[src/rtl/qenc_pkg.sv]
`timescale 1ns/1ps
// Shared types for the quadrature position counter.
package qenc_pkg;
    // Result of comparing one decoded phase sample with the previous one.
    typedef enum logic [1:0] {
        STEP_NONE = 2'd0,
        STEP_UP   = 2'd1,
        STEP_DOWN = 2'd2,
        STEP_BAD  = 2'd3
    } step_t;
endpackage

[src/rtl/qenc_cfg_hold.sv]
`timescale 1ns/1ps
// Configuration shadow. Tracks the cfg inputs while the block is disabled
// and freezes them while it is enabled. Assumes cfg inputs are synchronous.
module qenc_cfg_hold #(
    parameter int CNT_W = 32,
    parameter int WDT_W = 32
) (
    input  logic             clk,
    input  logic             rst_n,
    input  logic             enable,
    input  logic [CNT_W-1:0] in_ceiling,
    input  logic [CNT_W-1:0] in_preset,
    input  logic [WDT_W-1:0] in_wdt_limit,
    input  logic [1:0]       in_gate,
    input  logic             in_swap,
    input  logic             in_rst_on_index,
    output logic [CNT_W-1:0] ceiling,
    output logic [CNT_W-1:0] preset,
    output logic [WDT_W-1:0] wdt_limit,
    output logic [1:0]       gate,
    output logic             swap,
    output logic             rst_on_index
);
    // Capture settings only while counting is stopped.
    always_ff @(posedge clk) begin
        if (!rst_n) begin
            ceiling      <= '1;
            preset       <= '0;
            wdt_limit    <= '0;
            gate         <= 2'd3;
            swap         <= 1'b0;
            rst_on_index <= 1'b1;
        end else if (!enable) begin
            ceiling      <= in_ceiling;
            preset       <= in_preset;
            wdt_limit    <= in_wdt_limit;
            gate         <= in_gate;
            swap         <= in_swap;
            rst_on_index <= in_rst_on_index;
        end
    end

    // the frozen ceiling does not move while counting.
    p_frozen_ceiling_r9: assert property (@(posedge clk) disable iff (!rst_n)
        enable |=> $stable(ceiling));
    p_frozen_mode_r9: assert property (@(posedge clk) disable iff (!rst_n)
        enable |=> $stable(rst_on_index) && $stable(swap));
endmodule

[src/rtl/qenc_phase_decode.sv]
`timescale 1ns/1ps
// Phase decoder. Optionally swaps A and B, remembers the previous decoded
// pair and classifies each sample as no step, up, down or illegal.
// Assumes the pins are already filtered and synchronous to clk.
module qenc_phase_decode
    import qenc_pkg::*;
(
    input  logic  clk,
    input  logic  rst_n,
    input  logic  pin_a,
    input  logic  pin_b,
    input  logic  swap,
    output logic  ph_a,
    output logic  ph_b,
    output step_t step
);
    logic prev_a;
    logic prev_b;
    logic chg_a;
    logic chg_b;

    // Apply the optional phase swap.
    always_comb begin
        ph_a = swap ? pin_b : pin_a;
        ph_b = swap ? pin_a : pin_b;
    end

    // Remember the last decoded pair every cycle so enabling never sees a jump.
    always_ff @(posedge clk) begin
        if (!rst_n) begin
            prev_a <= 1'b0;
            prev_b <= 1'b0;
        end else begin
            prev_a <= ph_a;
            prev_b <= ph_b;
        end
    end

    // Classify the transition; the up order is 00,10,11,01.
    always_comb begin
        chg_a = ph_a ^ prev_a;
        chg_b = ph_b ^ prev_b;
        if (chg_a && chg_b)
            step = STEP_BAD;
        else if (chg_a || chg_b)
            step = (prev_a == ph_b) ? STEP_UP : STEP_DOWN;
        else
            step = STEP_NONE;
    end
endmodule

[src/rtl/qenc_index_gate.sv]
`timescale 1ns/1ps
// Index qualifier. Accepts the index mark only while the decoded phases sit
// at the selected level pair, and reports one event per rising edge.
module qenc_index_gate (
    input  logic       clk,
    input  logic       rst_n,
    input  logic       idx_pin,
    input  logic       ph_a,
    input  logic       ph_b,
    input  logic [1:0] gate,
    output logic       idx_evt
);
    logic qual;
    logic qual_q;

    // Gate code bit 1 is the A level, bit 0 the B level.
    always_comb qual = idx_pin && ({ph_a, ph_b} == gate);

    // Delay the qualified level for edge detection.
    always_ff @(posedge clk) begin
        if (!rst_n) qual_q <= 1'b0;
        else        qual_q <= qual;
    end

    always_comb idx_evt = qual && !qual_q;

    // a held index gives a single event.
    p_index_single_r7: assert property (@(posedge clk) disable iff (!rst_n)
        idx_evt |=> !idx_evt);
endmodule

[src/rtl/qenc_watchdog.sv]
`timescale 1ns/1ps
// Stall timer. Counts cycles since the last legal step while running and
// pulses once when the count reaches the limit. Limit 0 turns it off.
module qenc_watchdog #(
    parameter int WDT_W = 32
) (
    input  logic             clk,
    input  logic             rst_n,
    input  logic             run,
    input  logic             kick,
    input  logic [WDT_W-1:0] limit,
    output logic             timeout
);
    localparam logic [WDT_W-1:0] ONE = WDT_W'(1);
    logic [WDT_W-1:0] idle;

    // Advance the idle timer and flag the cycle it reaches the limit.
    always_ff @(posedge clk) begin
        if (!rst_n || !run) begin
            idle    <= '0;
            timeout <= 1'b0;
        end else if (kick) begin
            idle    <= '0;
            timeout <= 1'b0;
        end else if (limit != '0 && idle != limit) begin
            idle    <= idle + ONE;
            timeout <= (idle + ONE == limit);
        end else begin
            timeout <= 1'b0;
        end
    end

    // the timeout is a single pulse.
    p_wdt_once_r10: assert property (@(posedge clk) disable iff (!rst_n)
        timeout |=> !timeout);
endmodule

[src/rtl/qenc_position_counter.sv]
`timescale 1ns/1ps
// Quadrature position counter top. Decodes four counts per encoder cycle,
// wraps between 0 and a ceiling, clears or presets on a gated index, and
// raises event pulses. Assumes pins are filtered and synchronous to clk.
module qenc_position_counter
    import qenc_pkg::*;
#(
    parameter int CNT_W = 32,
    parameter int WDT_W = 32
) (
    input  logic             clk,
    input  logic             rst_n,
    input  logic             enable,
    input  logic [CNT_W-1:0] cfg_ceiling,
    input  logic [CNT_W-1:0] cfg_preset,
    input  logic [WDT_W-1:0] cfg_wdt_limit,
    input  logic [1:0]       cfg_gate,
    input  logic             cfg_swap,
    input  logic             cfg_rst_on_index,
    input  logic             enc_a,
    input  logic             enc_b,
    input  logic             enc_index,
    output logic [CNT_W-1:0] count,
    output logic             dir_up,
    output logic             evt_dir,
    output logic             evt_rst_up,
    output logic             evt_rst_dn,
    output logic             evt_wdt,
    output logic             evt_phase_err
);
    localparam logic [CNT_W-1:0] ONE = CNT_W'(1);

    logic [CNT_W-1:0] ceil_s;
    logic [CNT_W-1:0] preset_s;
    logic [WDT_W-1:0] wdt_s;
    logic [1:0]       gate_s;
    logic             swap_s;
    logic             rmode_s;
    logic             ph_a;
    logic             ph_b;
    step_t            step;
    logic             idx_evt;
    logic             legal;
    logic             going_up;

    qenc_cfg_hold #(.CNT_W(CNT_W), .WDT_W(WDT_W)) u_cfg (
        .clk(clk), .rst_n(rst_n), .enable(enable),
        .in_ceiling(cfg_ceiling), .in_preset(cfg_preset),
        .in_wdt_limit(cfg_wdt_limit), .in_gate(cfg_gate),
        .in_swap(cfg_swap), .in_rst_on_index(cfg_rst_on_index),
        .ceiling(ceil_s), .preset(preset_s), .wdt_limit(wdt_s),
        .gate(gate_s), .swap(swap_s), .rst_on_index(rmode_s)
    );

    qenc_phase_decode u_dec (
        .clk(clk), .rst_n(rst_n), .pin_a(enc_a), .pin_b(enc_b),
        .swap(swap_s), .ph_a(ph_a), .ph_b(ph_b), .step(step)
    );

    qenc_index_gate u_idx (
        .clk(clk), .rst_n(rst_n), .idx_pin(enc_index), .ph_a(ph_a),
        .ph_b(ph_b), .gate(gate_s), .idx_evt(idx_evt)
    );

    qenc_watchdog #(.WDT_W(WDT_W)) u_wdt (
        .clk(clk), .rst_n(rst_n), .run(enable), .kick(legal),
        .limit(wdt_s), .timeout(evt_wdt)
    );

    // Step qualifiers for the counter.
    always_comb begin
        legal    = enable && (step == STEP_UP || step == STEP_DOWN);
        going_up = (step == STEP_UP);
    end

    // Count, direction and event pulses.
    always_ff @(posedge clk) begin
        if (!rst_n) begin
            count         <= '0;
            dir_up        <= 1'b1;
            evt_dir       <= 1'b0;
            evt_rst_up    <= 1'b0;
            evt_rst_dn    <= 1'b0;
            evt_phase_err <= 1'b0;
        end else begin
            evt_dir       <= 1'b0;
            evt_rst_up    <= 1'b0;
            evt_rst_dn    <= 1'b0;
            evt_phase_err <= enable && (step == STEP_BAD);
            if (legal) begin
                dir_up  <= going_up;
                evt_dir <= (going_up != dir_up);
            end
            if (enable && idx_evt) begin
                count      <= rmode_s ? '0 : preset_s;
                evt_rst_up <= dir_up;
                evt_rst_dn <= !dir_up;
            end else if (legal && going_up) begin
                if (count == ceil_s) begin
                    count      <= '0;
                    evt_rst_up <= 1'b1;
                end else begin
                    count <= count + ONE;
                end
            end else if (legal) begin
                if (count == '0) begin
                    count      <= ceil_s;
                    evt_rst_dn <= 1'b1;
                end else begin
                    count <= count - ONE;
                end
            end
        end
    end

    // an up step at the ceiling wraps to zero with the up event.
    p_wrap_up_r2: assert property (@(posedge clk) disable iff (!rst_n)
        (enable && step == STEP_UP && !idx_evt && count == ceil_s)
        |=> (count == '0) && evt_rst_up);
    // a down step at zero wraps to the ceiling with the down event.
    p_wrap_dn_r3: assert property (@(posedge clk) disable iff (!rst_n)
        (enable && step == STEP_DOWN && !idx_evt && count == '0)
        |=> (count == $past(ceil_s)) && evt_rst_dn);
    // an illegal step leaves the count alone.
    p_bad_hold_r5: assert property (@(posedge clk) disable iff (!rst_n)
        (evt_phase_err && !evt_rst_up && !evt_rst_dn) |-> $stable(count));
    // a reversal pulse always goes with a changed direction.
    p_dir_evt_r6: assert property (@(posedge clk) disable iff (!rst_n)
        evt_dir |-> !$stable(dir_up));
    // nothing moves while disabled.
    p_hold_off_r11: assert property (@(posedge clk) disable iff (!rst_n)
        !enable |=> $stable(count) && $stable(dir_up) && !evt_rst_up && !evt_rst_dn);
endmodule

[config.mk]
export PLATFORM = sky130hd
export DESIGN_NAME = qenc_position_counter
export DESIGN_NICKNAME = d
export VERILOG_FILES = /design/src/rtl/qenc_pkg.sv /design/src/rtl/qenc_cfg_hold.sv /design/src/rtl/qenc_phase_decode.sv /design/src/rtl/qenc_index_gate.sv /design/src/rtl/qenc_watchdog.sv /design/src/rtl/qenc_position_counter.sv
export SDC_FILE = /design/constraint.sdc
export NUM_CORES = 1
export LEC_CHECK = 0
export ABC_CLOCK_PERIOD_IN_PS = 3600
export BUFFER_PORTS_ARGS = -buffer_cell sky130_fd_sc_hd__buf_4
export CAP_MARGIN = 40
export CORE_MARGIN = 10
export CORE_UTILIZATION = 52
export CTS_CLUSTER_DIAMETER = 30
export DETAILED_ROUTE_END_ITERATION = 12
export PLACE_DENSITY = 0.73
export SLEW_MARGIN = 10
export SYNTH_ARGS = -nofsm -noshare
export SYNTH_HDL_FRONTEND = slang
export SYNTH_HIERARCHICAL = 1
export SYNTH_SLANG_ARGS = --single-unit
[constraint.sdc]
create_clock -name clk -period 3.6 [get_ports clk]
set_clock_uncertainty 0.1 [all_clocks]
set_input_delay 0.36 -clock clk [delete_from_list [all_inputs] [get_ports clk]]
set_output_delay 0.36 -clock clk [all_outputs]
set_load 0.03 [all_outputs]
; Word-level counts from Yosys, hierarchy flattened
; Cells that the tools add are included.
[word_totals]
out_inout_bits = 38
regBits = 173
wordCells = 71
[op_classes]
n_eq_ne = 9
n_addsub = 3
n_bitwise = 3
reduce_logical = 21
muxes = 18
[ops]
columns = operator, n
row1 = $mux 32, 6
row2 = $add 32x1->32 const B, 2
row3 = $eq 32x32->1, 2
row4 = $logic_not 32->1, 1
row5 = $ne 32x32->1, 1
row6 = $reduce_bool 32->1, 1
row7 = $sub 32x1->32 const B, 1
row8 = $mux 1, 9
row9 = $logic_and 1x1->1, 8
row10 = $mux 2, 3
row11 = $eq 2x2->1 const B, 2
row12 = $logic_not 1->1, 4
row13 = $logic_or 1x1->1, 3
row14 = $reduce_bool 3->1, 1
row15 = $reduce_or 3->1, 1
row16 = $eq 2x1->1 const B, 1
row17 = $eq 2x2->1, 1
row18 = $reduce_and 2->1, 1
row19 = $reduce_or 2->1, 1
row20 = $xor 1x1->1, 2
row21 = $eq 1x1->1, 1
row22 = $ne 1x1->1, 1
row23 = $not 1->1, 1

; Depth between registers and ports, before layout
; Gate-level depths: netlist of the first run.
[logic_depth]
ltp_word = 11
ltp_mapped = 15
ltp_nobuf = 14

; Hierarchy
; Netlist of the first run, hierarchy kept.
[modules_own_cells]
columns = mod, area_each_um2, cells_each, instances
row1 = qenc_position_counter, 3916.3, 535, 1
row2 = qenc_cfg_hold, 3788.6, 322, 1
row3 = qenc_watchdog, 2581.2, 336, 1
row4 = qenc_phase_decode, 161.4, 16, 1
row5 = qenc_index_gate, 61.3, 6, 1

; Worst setup path after synthesis of the first run
; No wires, ideal clock.
[synth_timing]
path_type = in2reg
start = in enc_b
end = reg count[22]
path_buffers = 2
t_required_ns = 3.422
setup_time_ns = 0.078
setup_slack_ns = 0.483
cell_stages = 13
arrival_ns = 2.939
path_cell_list = buf_4 mux2_2 a21oi_1 inv_1 ha_1 nand2b_1 inv_1 and2_1 nand2_1 a21oi_1 clkbuf_1 a211oi_1 nor3_1
[synth_between]
elab_chain_len = 11
[synth_rtl]
columns = item, line_no
row1 = "start, declared", qenc_position_counter.sv:21  ; input logic enc_b,
row2 = "$mux 1, on equally long branches", "qenc_phase_decode.sv:25, qenc_phase_decode.sv:24"
row3 = $eq 1x1->1 (tied with other cells), qenc_phase_decode.sv:46  ; step = (prev_a == ph_b) ? STEP_UP : STEP_DOWN;
row4 = $mux 2 or $logic_or 1x1->1 (tied branches), "qenc_phase_decode.sv:46, qenc_phase_decode.sv:45"
row5 = $mux 2, qenc_phase_decode.sv:45  ; else if (chg_a || chg_b)
row6 = $mux 2 (*), qenc_phase_decode.sv:43  ; if (chg_a && chg_b)
row7 = named net step[1], qenc_position_counter.sv:41  ; step_t step;
row8 = $eq 2x1->1 or $eq 2x2->1 (tied branches), qenc_position_counter.sv:72  ; legal = enable && (step == STEP_UP || step == STEP_DOWN);
row9 = $logic_or 1x1->1 (*), qenc_position_counter.sv:72
row10 = $logic_and 1x1->1 (*), qenc_position_counter.sv:72
row11 = named net legal, qenc_position_counter.sv:43  ; logic legal;
row12 = $logic_and 1x1->1, qenc_position_counter.sv:98  ; end else if (legal && going_up) begin
row13 = $mux 32, qenc_position_counter.sv:98
row14 = $mux 32, qenc_position_counter.sv:94  ; if (enable && idx_evt) begin
row15 = "end signal, assigned", qenc_position_counter.sv:95  ; count <= rmode_s ? '0 : preset_s;
row16 = "end signal, assigned", qenc_position_counter.sv:103  ; count <= count + ONE;
row17 = "end signal, assigned", qenc_position_counter.sv:107  ; count <= ceil_s;
row18 = "end, declared", qenc_position_counter.sv:23  ; output logic [CNT_W-1:0] count,
; Mark *: on every way through the listed nets, which the timed path passes. The rest lies on a longest branch.
; A chain may end at the register's enable or synchronous reset.

; Worst setup path in the final report of the first run
[layout_timing]
start = reg u_cfg.swap
end = reg count[20]
[layout_between]
elab_chain_len = 11
[layout_rtl]
columns = item, line_no
row1 = "start, declared", qenc_cfg_hold.sv:21  ; output logic swap,
row2 = "start signal, assigned", qenc_cfg_hold.sv:38  ; swap <= in_swap;
row3 = "$mux 1, on equally long branches", "qenc_phase_decode.sv:25, qenc_phase_decode.sv:24"
row4 = $eq 1x1->1 (tied with other cells), qenc_phase_decode.sv:46
row5 = $mux 2 or $logic_or 1x1->1 (tied branches), "qenc_phase_decode.sv:46, qenc_phase_decode.sv:45"
row6 = $mux 2, qenc_phase_decode.sv:45
row7 = $mux 2 (*), qenc_phase_decode.sv:43
row8 = named net step[1], qenc_position_counter.sv:41
row9 = $eq 2x1->1 or $eq 2x2->1 (tied branches), qenc_position_counter.sv:72
row10 = $logic_or 1x1->1 (*), qenc_position_counter.sv:72
row11 = $logic_and 1x1->1 (*), qenc_position_counter.sv:72
row12 = named net legal, qenc_position_counter.sv:43
row13 = $logic_and 1x1->1, qenc_position_counter.sv:98
row14 = $mux 32, qenc_position_counter.sv:98
row15 = $mux 32, qenc_position_counter.sv:94
; Marks and branches as above.

==> results of run 1 <==
-- layout by cell type, fill, tap and decap left out, drive strengths merged, types with 12 or more instances in the layout --
cell type	n
dfxtp	173
buf	168
xnor2	117
mux2i	104
nand2	99
nor2b	90
nor2	74
a21oi	57
nand4	44
o21ai	37
xor2	34
nand3	32
nor4	30
nor3	29
clkbuf	18
or3	17
inv	17
a221oi	16
o221ai	16
a211oi	12
-- cells by family (layout without fill, tap and decap cells) --
family / Yosys count / after routing / synth area share (%)
and+or+nand+nor: 474 / 474 / 25.3
AOI/OAI and AO/OA: 198 / 198 / 12.4
DFF: 173 / 173 / 33.0
xor gates and xnor gates: 151 / 151 / 12.6
muxes: 108 / 108 / 10.3
buffers and inverters: 105 / 214 / 5.71
adders and majority gates: 6 / 6 / 0.714
-- worst min path at each step --
stage	from	end	slack [ns]
6_report	cfg_ceiling[20]	u_cfg/ceiling[20]$_SDFFE_PN1N_	0.03
5_1_grt	cfg_ceiling[23]	u_cfg/ceiling[23]$_SDFFE_PN1N_	0.01
4_1_cts	cfg_ceiling[30]	u_cfg/ceiling[30]$_SDFFE_PN1N_	0.02
3_5_place_dp	u_wdt/idle[31]$_SDFFE_PP0N_	u_wdt/idle[31]$_SDFFE_PP0N_	0.39
3_3_place_gp	u_wdt/idle[31]$_SDFFE_PP0N_	u_wdt/idle[31]$_SDFFE_PP0N_	0.38
2_1_floorplan	u_cfg/gate[0]$_SDFFE_PN1N_	u_cfg/gate[0]$_SDFFE_PN1N_	0.37
-- stage by stage --
| stage | power, mW | utilization (%) | area, um2 |
|---|---|---|---|
| 6_report | 5.84 | 61.9 | 12200 |
| 5_1_grt | 6.10 | 61.9 | 12200 |
| 4_1_cts | 5.85 | 61.9 | 12200 |
| 3_5_place_dp | 3.99 | 59.0 | 11600 |
| 3_3_place_gp | 3.98 | 58.8 | 11600 |
| 2_1_floorplan | 3.50 | - | 10500 |
-- critical path, cell delays in order (launching register included) --
cell and delay, ns:
sky130_fd_sc_hd__dfxtp_1 0.44, sky130_fd_sc_hd__xnor2_1 0.13, sky130_fd_sc_hd__mux2_2 0.27, sky130_fd_sc_hd__a21oi_1 0.19
sky130_fd_sc_hd__inv_1 0.06, sky130_fd_sc_hd__ha_1 0.31, sky130_fd_sc_hd__nand2b_1 0.17, sky130_fd_sc_hd__inv_1 0.19
sky130_fd_sc_hd__and2_1 0.25, sky130_fd_sc_hd__nand2_1 0.18, sky130_fd_sc_hd__a21oi_1 0.24, sky130_fd_sc_hd__buf_4 0.22
sky130_fd_sc_hd__a21boi_0 0.19, sky130_fd_sc_hd__o32ai_1 0.10, sky130_fd_sc_hd__a21oi_1 0.16
-- power by group through the flow --
stage                     clock, mW  sequential (mW)  combinational, mW
after CTS                      1.89             2.29               1.67
after floorplan                   0             2.30               1.20
after global placement            0             2.34               1.64
after global routing           1.96             2.32               1.82
after detailed placement          0             2.33               1.65
final                          1.86             2.30               1.69
-- layout make-up --
type | count | share of cell area, %
Timing Repair Buffer | 168 | 10.7
Tap cell | 265 | 2.72
Clock inverter | 14 | 1.17
Clock buffer | 18 | 3.61
Inverter | 14 | 0.432
Multi-Input combinational cell | 937 | 53.0
Sequential cell | 173 | 28.5
-- metal layers --
metal | global-route usage (%) | vias up | wire, um
met1 | 27.1 | 4464 | 12500
met4 | 10.7 | 0 | 1290
met5 | 0 | - | 0
li1 | - | 4536 | -
met3 | 5.06 | 82 | 1970
met2 | 39.6 | 391 | 15600
-- sequential cells by signal, indices dropped and copies added, names as in the netlist --
| name | cells |
|---|---|
| count | 32 |
| u_cfg/ceiling | 32 |
| u_cfg/preset | 32 |
| u_cfg/wdt_limit | 32 |
| u_wdt/idle | 32 |
| u_cfg/gate | 2 |
| dir_up | 1 |
| evt_dir | 1 |
| evt_phase_err | 1 |
| evt_rst_dn | 1 |
| evt_rst_up | 1 |
| u_cfg/rst_on_index | 1 |
| u_cfg/swap | 1 |
| u_dec/prev_a | 1 |
| u_dec/prev_b | 1 |
| u_idx/qual_q | 1 |
| u_wdt/timeout | 1 |
==> impl_metrics.sql, run 1 <==
INSERT INTO impl_metrics (metric_group, metric, value, unit) VALUES
('run_status', 'outcome', 'finished, final reports clean', ''),
('final_layout', 'finish.cell_count_without_fillers', '1589', ''),
('final_layout', 'diodes', '0', ''),
('synth', 'synth_nets', '1327', ''),
('placement', 'place.gp.congestion', '0.974', ''),
('synth', 'mappedNetlistArea', '10500', 'um2'),
('placement', 'hpwlAfterDp', '22.9', 'mm'),
('synth', 'synth_seq_cells', '173', ''),
('placement', 'placed_cells', '1557', ''),
('sta', 'worst-slew-pin-transition', '0.744', 'ns'),
('power_and_ir_drop', 'power.leakage', '4.78', 'nW'),
('power_and_ir_drop', 'clock_power_share', '31.8', '%'),
('clocking', 'clkSlewWorstSetupHoldPaths', '0.07', 'ns'),
('synth', 'yosysSeqAreaShare', '33.0', '%'),
('floorplan', 'coreArea', '19700', 'um2'),
('critical_path', 'ff2ff_setup_slack', '0.31', 'ns'),
('synth', 'warning_count_from_the_yosys_run', '6', ''),
('power_and_ir_drop', 'vdd_ir_drop_max', '295', 'uV'),
('synth', 'syn_avg_cell_area', '8.65', 'um2'),
('power_and_ir_drop', 'combPwrFrac', '28.9', '%'),
('clocking', 'post-cts-setup-buffers', '0', ''),
('grt', 'overflow', '0', ''),
('sta', 'finalHoldViolations', '0', ''),
('power_and_ir_drop', 'power_report.internal_total', '3.83', 'mW'),
('clocking', 'ctsResizeCount', '0', ''),
('grt', 'gr-usage-all-layers', '23.2', '%'),
('drt', 'drc', '0', ''),
('sta', 'layout_setup_ws', '0.309', 'ns'),
('final_layout', 'sequential_cell_area', '3460', 'um2'),
('grt', 'grt_pass1_wl', '49.7', 'mm'),
('grt', 'via_count_of_the_first_global_routing_pass', '9324', ''),
('placement', 'portBuffers', '143', ''),
('placement', 'pre_cts_slack', '0.344', 'ns'),
('clocking', 'clkSinkCount', '173', ''),
('sta', 'rsz_0062_raised_after_global_routing', 'no', ''),
('synth', 'yosysMostFrequentCell', 'sky130_fd_sc_hd__dfxtp_1', ''),
('critical_path', 'cp-endpoint', 'count[20]$_SDFFE_PN0P_', ''),
('critical_path', 'worst_setup_path_startpoint', 'u_cfg/swap$_SDFFE_PN0N_', ''),
('grt', 'grt_max_degree', '72', ''),
('floorplan', 'floorplan_die_width', '162', 'um'),
('clocking', 'tritoncts.num_buffers', '17', ''),
('synth', 'synthDominantAreaCellType', 'sky130_fd_sc_hd__dfxtp_1', ''),
('drt', 'ant_nets', '0', ''),
('drt', 'wl', '31.3', 'mm'),
('synth', 'synth_top_flop_cell', 'sky130_fd_sc_hd__dfxtp_1', ''),
('clocking', 'clk-insertion-delay-late', '0.44', 'ns'),
('floorplan', 'fp.dieH', '162', 'um'),
('critical_path', 'worst_ep_required_time', '3.86', 'ns'),
('sta', 'maxClockFrequency', '304', 'MHz'),
('drt', 'routed-via-count', '9473', ''),
('synth', 'synth.top_cell.area_share', '33.0', '%'),
('synth', 'netlist-cell-type-count', '68', ''),
('synth', 'post_synth_inst_count', '1215', ''),
('power_and_ir_drop', 'power.share.switching', '34.4', '%'),
('synth', 'synth_edf_count', '0', ''),
('sta', 'period_share', '91.4', '%'),
('critical_path', 'rr_endpoint', 'count[20]$_SDFFE_PN0P_', ''),
('clocking', 'cts-root-to-sink-buffers', '2', ''),
('floorplan', 'initial_utilization', '53.5', '%'),
('drt', 'drt_first_pass_iters', '5', ''),
('drt', 'detail_route.iter0.violations', '827', ''),
('final_layout', 'areaGrowthSynthToFinish', '15.8', '%'),
('final_layout', 'fillers', '1775', ''),
('critical_path', 'r2r_start', 'u_cfg/swap$_SDFFE_PN0N_', ''),
('sta', 'count_of_final_max_slew_check_failures', '0', ''),
('floorplan', 'placementRows', '51', ''),
('synth', 'synth_commonest_cells', 'sky130_fd_sc_hd__dfxtp_1, sky130_fd_sc_hd__xnor2_1, sky130_fd_sc_hd__mux2i_1', ''),
('sta', 'fin_hold_ws', '0.0299', 'ns'),
('grt', 'number_of_antenna_violations_at_the_first_check_in_global_routing', '0', ''),
('floorplan', 'fp.dieArea', '26300', 'um2'),
('critical_path', 'timing.reg2reg.worst_path_depth', '14', '');
Power figures use the tool's default switching activity.
==> run 2, diff against run 1 <==
--- a/config.mk
+++ b/config.mk
@@ -9,10 +9,10 @@
 export BUFFER_PORTS_ARGS = -buffer_cell sky130_fd_sc_hd__buf_4
 export CAP_MARGIN = 40
 export CORE_MARGIN = 10
-export CORE_UTILIZATION = 52
+export CORE_UTILIZATION = 30
 export CTS_CLUSTER_DIAMETER = 30
 export DETAILED_ROUTE_END_ITERATION = 12
-export PLACE_DENSITY = 0.73
+export REMOVE_ABC_BUFFERS = 1
 export SLEW_MARGIN = 10
 export SYNTH_ARGS = -nofsm -noshare
 export SYNTH_HDL_FRONTEND = slang
==> impl_metrics.sql, run 2 (same netlist as run 1, synthesis figures left out) <==
INSERT INTO impl_metrics (metric_group, metric, value, unit) VALUES
('drt', 'routed_wire_length_per_instance', '19.4', 'um'),
('critical_path', 'cp_top_family', 'compound AO/OA/AOI/OAI gates', ''),
('sta', 'max-slew-margin-rel', '46.1', '%'),
('final_layout', 'sequential_cell_area', '3460', 'um2'),
('placement', 'hpwlAfterDp', '25.7', 'mm'),
('sta', 'fin_hold_ws', '0.0175', 'ns'),
('sta', 'period_needed', '3.31', 'ns'),
('final_layout', 'areaGrowthSynthToFinish', '18.6', '%'),
('placement', 'post_dp_cell_area', '11800', 'um2'),
('final_layout', 'post_route_cells_drive_above_1_share', '16.5', '%'),
('power_and_ir_drop', 'power.leakage', '4.79', 'nW'),
('drt', 'detail_route.iter0.violations', '725', ''),
('floorplan', 'fp.dieH', '207', 'um'),
('critical_path', 'start_kind', 'flip-flop', ''),
('clocking', 'tritoncts.num_buffers', '17', ''),
('grt', 'gr-usage-all-layers', '15.7', '%'),
('critical_path', 'critPathMaxFanout', '19', ''),
('flow_run', 'timing.max_cap.violations', '0', ''),
('floorplan', 'fp.dieArea', '42900', 'um2'),
('clocking', 'clock_tree_from_tritoncts', 'yes', ''),
('sta', 'rsz_0062_raised_after_global_routing', 'no', ''),
('clocking', 'h-tree-depth', '4', ''),
('grt', 'grt_max_degree', '69', ''),
('final_layout', 'layout_common_cells', 'sky130_fd_sc_hd__dfxtp_1, sky130_fd_sc_hd__buf_4, sky130_fd_sc_hd__xnor2_1, sky130_fd_sc_hd__mux2i_1, sky130_fd_sc_hd__nand2_1', ''),
('floorplan', 'placementRows', '68', ''),
('clocking', 'clkSlewWorstSetupHoldPaths', '0.07', 'ns'),
('critical_path', 'critPathMaxStageDelay', '0.45', 'ns'),
('clocking', 'clk-insertion-delay-late', '0.45', 'ns'),
('final_layout', 'finish.cell_count_without_fillers', '1786', ''),
('sta', 'maxClockFrequency', '302', 'MHz'),
('placement', 'portBuffers', '143', ''),
('sta', 'worst-slew-pin-transition', '0.801', 'ns'),
('final_layout', 'diodes', '0', ''),
('power_and_ir_drop', 'vdd_ir_drop_max', '383', 'uV'),
('sta', 'setup_total_negative_slack', '0', 'ns'),
('final_layout', 'finish.net_count', '1431', ''),
('sta', 'count_of_final_max_slew_check_failures', '0', ''),
('clocking', 'holdBufCountCts', '5', ''),
('drt', 'drt_first_pass_iters', '5', ''),
('clocking', 'post-cts-setup-buffers', '0', ''),
('sta', 'period_share', '91.9', '%'),
('critical_path', 'timing.setup.critical_path_class', 'flip-flop to flip-flop', ''),
('grt', 'grt_pass1_wl', '54.8', 'mm'),
('run_status', 'outcome', 'finished, final reports clean', ''),
('clocking', 'cts.root.buffer_cell', 'sky130_fd_sc_hd__clkbuf_16', ''),
('critical_path', 'cpMostUsedCell', 'sky130_fd_sc_hd__a21oi_1', ''),
('grt', 'via_count_of_the_first_global_routing_pass', '9330', ''),
('drt', 'ant_nets', '0', ''),
('sta', 'finalSetupViolCount', '0', ''),
('floorplan', 'coreArea', '34500', 'um2'),
('critical_path', 'path_buf_inv', '3', ''),
('drt', 'wl', '34.7', 'mm'),
('drt', 'drt-vias-per-instance', '5.23', ''),
('placement', 'place.gp.congestion', '0.907', ''),
('critical_path', 'worstPathCellList', 'xnor2_1 > mux2_2 > a21oi_1 > inv_1 > ha_1 > nand2b_1 > inv_1 > and2_1 > nand2_1 > a21oi_1 > buf_4 > a21boi_0 > o32ai_1 > a21oi_1', ''),
('floorplan', 'io-pin-count', '144', ''),
('critical_path', 'worst-endpoint-arrival', '3.59', 'ns'),
('critical_path', 'crit_path_max_delay_cell_type', 'sky130_fd_sc_hd__dfxtp_1', ''),
('critical_path', 'worst_ep_required_time', '3.88', 'ns'),
('final_layout', 'fillers', '3634', ''),
('clocking', 'clkSinkCount', '173', ''),
('final_layout', 'post-route-cell-area', '12500', 'um2'),
('floorplan', 'initial_utilization', '30.4', '%'),
('floorplan', 'floorplan_die_width', '207', 'um'),
('clocking', 'cts-root-to-sink-buffers', '2', ''),
('critical_path', 'setup.worst_path.end_class', 'flip-flop', ''),
('final_layout', 'layout_commonest_cell', 'sky130_fd_sc_hd__dfxtp_1', ''),
('grt', 'overflow', '0', ''),
('power_and_ir_drop', 'cellPowerDensity', '476', 'nW/um2'),
('placement', 'placed_cells', '1750', ''),
('final_layout', 'multi_input_comb_area', '6440', 'um2'),
('drt', 'routed-via-count', '9334', ''),
('clocking', 'ctsResizeCount', '0', ''),
('grt', 'number_of_antenna_violations_at_the_first_check_in_global_routing', '0', ''),
('drt', 'drc', '0', ''),
('worst_hold_path', 'worstHoldPathType', 'primary input to flip-flop', ''),
('sta', 'finalHoldViolations', '0', '');
run 2: changes by cell type in the layout (fill, tap and decap cells not counted), moves of 2 or more:
cell,before,now
sky130_fd_sc_hd__buf_4,165,170
sky130_fd_sc_hd__clkbuf_1,0,3
sky130_fd_sc_hd__clkinv_2,6,2
sky130_fd_sc_hd__clkinvlp_4,0,2
sky130_fd_sc_hd__dlygate4sd3_1,0,5
sky130_fd_sc_hd__inv_6,3,0
run 2: worst reg2reg max path, delay by kind of cell, from the launching register on:
family | cells | cell delay (ns)
compound gates | 5 | 0.86
simple gates | 3 | 0.58
mux | 1 | 0.28
buf+inv | 3 | 0.53
xor+xnor | 1 | 0.13
fa+ha+maj | 1 | 0.31
flops | 1 | 0.45
run 2: path summary, 6_finish.rpt:
check                             start  depth (start not counted)                        endpoint  slack [ns]
max             u_cfg/swap$_SDFFE_PN0N_                         14          count[20]$_SDFFE_PN0P_        0.29
min                     cfg_ceiling[20]                          3  u_cfg/ceiling[20]$_SDFFE_PN1N_        0.02
max reg2reg     u_cfg/swap$_SDFFE_PN0N_                         14          count[20]$_SDFFE_PN0P_        0.29
min reg2reg  u_cfg/gate[0]$_SDFFE_PN1N_                          2      u_cfg/gate[0]$_SDFFE_PN1N_        0.41
run 2: layout make-up:
type / instances / area share [%]
multi-input combinational: 937 / 51.7
inverter: 14 / 0.422
timing repair buffer: 176 / 10.7
tap: 455 / 4.57
sequential: 173 / 27.8
clock inverter: 10 / 1.13
clock buffer: 21 / 3.62
run 2: where the power goes:
part	switching [mW]	internal, mW	total, mW	leakage [nW]
logic	0.957	0.748	1.71	3.09
registers	0.261	2.04	2.31	1.42
clock network	0.813	1.11	1.92	0.283
total	2.03	3.90	5.93	4.79
run 2: routing by layer:
metal  track usage (%)  routed length (um)  vias up
met3              3.43                1770       35
met4              4.72                 561        0
met1              19.8               15600     4466
li1                  -                   -     4556
met2              26.3               16800      277
met5                 0                   0        -
run 2: through the flow:
| stage | setup WS, ns | total power, mW | util, % |
|---|---|---|---|
| 2_1_floorplan | 0.0512 | 3.38 | - |
| 3_3_place_gp | 0.466 | 4.02 | 34.2 |
| 3_5_place_dp | 0.380 | 4.04 | 34.2 |
| 4_1_cts | 0.300 | 5.98 | 36.1 |
| 5_1_grt | 0.0307 | 6.23 | 36.1 |
| 6_report | 0.292 | 5.93 | 36.1 |
==> run 3, diff against run 2 <==
--- a/config.mk
+++ b/config.mk
@@ -5,9 +5,8 @@
 export SDC_FILE = /design/constraint.sdc
 export NUM_CORES = 1
 export LEC_CHECK = 0
-export ABC_CLOCK_PERIOD_IN_PS = 3600
+export ABC_CLOCK_PERIOD_IN_PS = 2700
 export BUFFER_PORTS_ARGS = -buffer_cell sky130_fd_sc_hd__buf_4
-export CAP_MARGIN = 40
 export CORE_MARGIN = 10
 export CORE_UTILIZATION = 30
 export CTS_CLUSTER_DIAMETER = 30
==> constraint.sdc (replaced) <==
create_clock -name clk -period 2.7 [get_ports clk]
set_clock_uncertainty 0.1 [all_clocks]
set_input_delay 0.27 -clock clk [delete_from_list [all_inputs] [get_ports clk]]
set_output_delay 0.27 -clock clk [all_outputs]
set_load 0.03 [all_outputs]
==> impl_metrics.sql, run 3 (same netlist as run 1, synthesis figures left out) <==
INSERT INTO impl_metrics (metric_group, metric, value, unit) VALUES
('critical_path', 'worst_ep_required_time', '2.94', 'ns'),
('sta', 'max-slew-margin-rel', '59.2', '%'),
('power_and_ir_drop', 'combPwrFrac', '32.8', '%'),
('sta', 'layout_setup_ws', '-0.0809', 'ns'),
('sta', 'worst-slew-pin-transition', '0.612', 'ns'),
('critical_path', 'worstPathCellList', 'xnor2_2 > a211oi_1 > a21oi_4 > inv_2 > ha_4 > nor2b_1 > o21a_4 > nor4_4 > buf_4 > buf_4 > a221oi_2 > o21ai_1 > o221a_2', ''),
('floorplan', 'io-pin-count', '144', ''),
('grt', 'via_count_of_the_first_global_routing_pass', '10206', ''),
('power_and_ir_drop', 'power.share.switching', '33.0', '%'),
('drt', 'drc', '0', ''),
('final_layout', 'layout_commonest_cell', 'sky130_fd_sc_hd__buf_4', ''),
('critical_path', 'worst_setup_path_startpoint', 'u_cfg/swap$_SDFFE_PN0N_', ''),
('drt', 'drt_first_pass_iters', '5', ''),
('placement', 'hpwlAfterDp', '26.8', 'mm'),
('drt', 'ant_nets', '0', ''),
('floorplan', 'placementRows', '68', ''),
('critical_path', 'r2r_start', 'u_cfg/swap$_SDFFE_PN0N_', ''),
('placement', 'portBuffers', '143', ''),
('clocking', 'clkSlewWorstSetupHoldPaths', '0.07', 'ns'),
('floorplan', 'fp.dieH', '207', 'um'),
('run_status', 'violations_in_the_final_reports', 'negative setup slack', ''),
('final_layout', 'finish.cell_count_without_fillers', '1961', ''),
('final_layout', 'finish.net_count', '1606', ''),
('sta', 'period_needed', '2.78', 'ns'),
('clocking', 'clkSinkCount', '173', ''),
('critical_path', 'critPathMaxFanout', '5', ''),
('sta', 'period_share', '103', '%'),
('critical_path', 'critPathMaxStageDelay', '0.45', 'ns'),
('critical_path', 'timing.setup.critical_path_class', 'flip-flop to flip-flop', ''),
('placement', 'placed_cells', '1822', ''),
('sta', 'count_of_final_max_slew_check_failures', '0', ''),
('placement', 'post_dp_cell_area', '12400', 'um2'),
('critical_path', 'timing.reg2reg.worst_path_depth', '13', ''),
('clocking', 'cts.root.buffer_cell', 'sky130_fd_sc_hd__clkbuf_16', ''),
('critical_path', 'setup.worst_path.end_class', 'flip-flop', ''),
('drt', 'detail_route.iter0.violations', '791', ''),
('clocking', 'tritoncts.num_buffers', '17', ''),
('floorplan', 'coreArea', '34500', 'um2'),
('critical_path', 'ff2ff_setup_slack', '-0.08', 'ns'),
('grt', 'gr-usage-all-layers', '16.6', '%'),
('placement', 'place.gp.congestion', '0.929', ''),
('critical_path', 'cp-endpoint', 'count[24]$_SDFFE_PN0P_', ''),
('clocking', 'clock_tree_from_tritoncts', 'yes', ''),
('power_and_ir_drop', 'power_spent_charging_and_discharging_nets', '2.79', 'mW'),
('critical_path', 'worst-endpoint-arrival', '3.02', 'ns'),
('sta', 'finalHoldViolations', '0', ''),
('drt', 'wl', '36.5', 'mm'),
('sta', 'setup_total_negative_slack', '-0.0809', 'ns'),
('critical_path', 'rr_endpoint', 'count[24]$_SDFFE_PN0P_', ''),
('final_layout', 'final_util', '41.1', '%'),
('final_layout', 'fillers', '3521', ''),
('drt', 'routed_wire_length_per_instance', '18.6', 'um'),
('floorplan', 'floorplan_die_width', '207', 'um'),
('clocking', 'cts-root-to-sink-buffers', '2', ''),
('power_and_ir_drop', 'power.total', '8.45', 'mW'),
('drt', 'drt-vias-per-instance', '5.08', ''),
('critical_path', 'cpMostUsedCell', 'sky130_fd_sc_hd__buf_4', ''),
('critical_path', 'crit_path_max_delay_cell_type', 'sky130_fd_sc_hd__a211oi_1', ''),
('power_and_ir_drop', 'clock_power_share', '31.9', '%'),
('grt', 'overflow', '0', ''),
('final_layout', 'post_route_cells_drive_above_1_share', '21.2', '%'),
('worst_hold_path', 'worstHoldPathType', 'primary input to flip-flop', ''),
('grt', 'grt_pass1_wl', '58.0', 'mm'),
('floorplan', 'initial_utilization', '30.4', '%'),
('final_layout', 'post-route-cell-area', '14200', 'um2'),
('final_layout', 'areaGrowthSynthToFinish', '35.2', '%'),
('power_and_ir_drop', 'power_frac_seq', '35.3', '%'),
('final_layout', 'layout_common_cells', 'sky130_fd_sc_hd__buf_4, sky130_fd_sc_hd__dfxtp_1, sky130_fd_sc_hd__xnor2_1, sky130_fd_sc_hd__mux2i_1, sky130_fd_sc_hd__dlygate4sd3_1', ''),
('run_status', 'outcome', 'complete, but fails checks', ''),
('drt', 'routed-via-count', '9957', ''),
('power_and_ir_drop', 'power.leakage', '5.66', 'nW'),
('clocking', 'clk-insertion-delay-late', '0.45', 'ns'),
('clocking', 'h-tree-depth', '4', ''),
('critical_path', 'start_kind', 'flip-flop', ''),
('floorplan', 'fp.dieArea', '42900', 'um2'),
('sta', 'finalSetupViolCount', '1', ''),
('sta', 'maxClockFrequency', '360', 'MHz'),
('power_and_ir_drop', 'power_report.internal_total', '5.66', 'mW'),
('flow_run', 'timing.max_cap.violations', '0', ''),
('final_layout', 'diodes', '0', ''),
('grt', 'grt_max_degree', '145', ''),
('grt', 'number_of_antenna_violations_at_the_first_check_in_global_routing', '0', ''),
('power_and_ir_drop', 'cellPowerDensity', '595', 'nW/um2'),
('sta', 'rsz_0062_raised_after_global_routing', 'yes', ''),
('power_and_ir_drop', 'vdd_ir_drop_max', '539', 'uV');
## run 3: worst min path at each step
stage                    start                        endpoint  slack [ns]  cells after the start
2_1_floorplan            rst_n   u_cfg/ceiling[0]$_SDFFE_PN1N_        0.23                      1
3_3_place_gp   cfg_ceiling[21]  u_cfg/ceiling[21]$_SDFFE_PN1N_        0.38                      3
3_5_place_dp   cfg_ceiling[20]  u_cfg/ceiling[20]$_SDFFE_PN1N_        0.38                      3
4_1_cts                 enable   u_cfg/ceiling[6]$_SDFFE_PN1N_        0.07                      3
5_1_grt                 enable   u_cfg/ceiling[6]$_SDFFE_PN1N_        0.09                      3
6_report                enable   u_cfg/ceiling[6]$_SDFFE_PN1N_        0.11                      3
## run 3: what timing repair did
item / 4_1_cts / 5_1_grt
endpoints found under the hold margin: 101 / 0
resized for setup: 9 / 21
endpoints found under the setup margin: 19 / 33
buffers inserted: 3 / 4
hold buffers: 101 / 0
pin swaps: 3 / 10
## run 3: stage by stage
stage                     hold WS (ns)  setup WS (ns)
final                            0.108        -0.0809
after global routing            0.0857         -0.241
after CTS                       0.0747        0.00359
after detailed placement         0.384         -0.238
after global placement           0.380         -0.180
after floorplan                  0.232         -0.849
## run 3: layout make-up
| class | count | area [um2] | share of cell area [%] |
|---|---|---|---|
| timing repair buffer | 351 | 2930 | 20.6 |
| inverter | 14 | 52.6 | 0.370 |
| multi-input combinational | 937 | 6550 | 46.1 |
| clock buffer | 21 | 470 | 3.31 |
| clock inverter | 10 | 163 | 1.14 |
| sequential | 173 | 3470 | 24.4 |
| tap | 455 | 569 | 4.01 |
## run 3: worst max-delay path: cells and delay by family (launching register included)
family                   cells  cell delay, ns
AO/OA/AOI/OAI                6            1.23
XOR/XNOR                     1            0.14
AND/OR/NAND/NOR              2            0.23
buffers and inverters        3            0.41
adder cells (fa/ha/maj)      1            0.21
flip-flops                   1            0.36
## run 3: metal layers
metal | routed length, um | track usage, %
met5 | 0 | 0
met4 | 670 | 4.82
met3 | 2130 | 3.67
met2 | 17800 | 28.0
met1 | 15900 | 20.5
## run 3: power by group through the flow
stage	Sequential, mW	Clock [mW]	Combinational [mW]
after floorplan	3.19	0	1.32
after global placement	3.03	0	2.56
after detailed placement	3.04	0	2.57
after CTS	2.98	2.78	2.72
after global routing	3.01	2.86	3.01
final	2.98	2.70	2.77
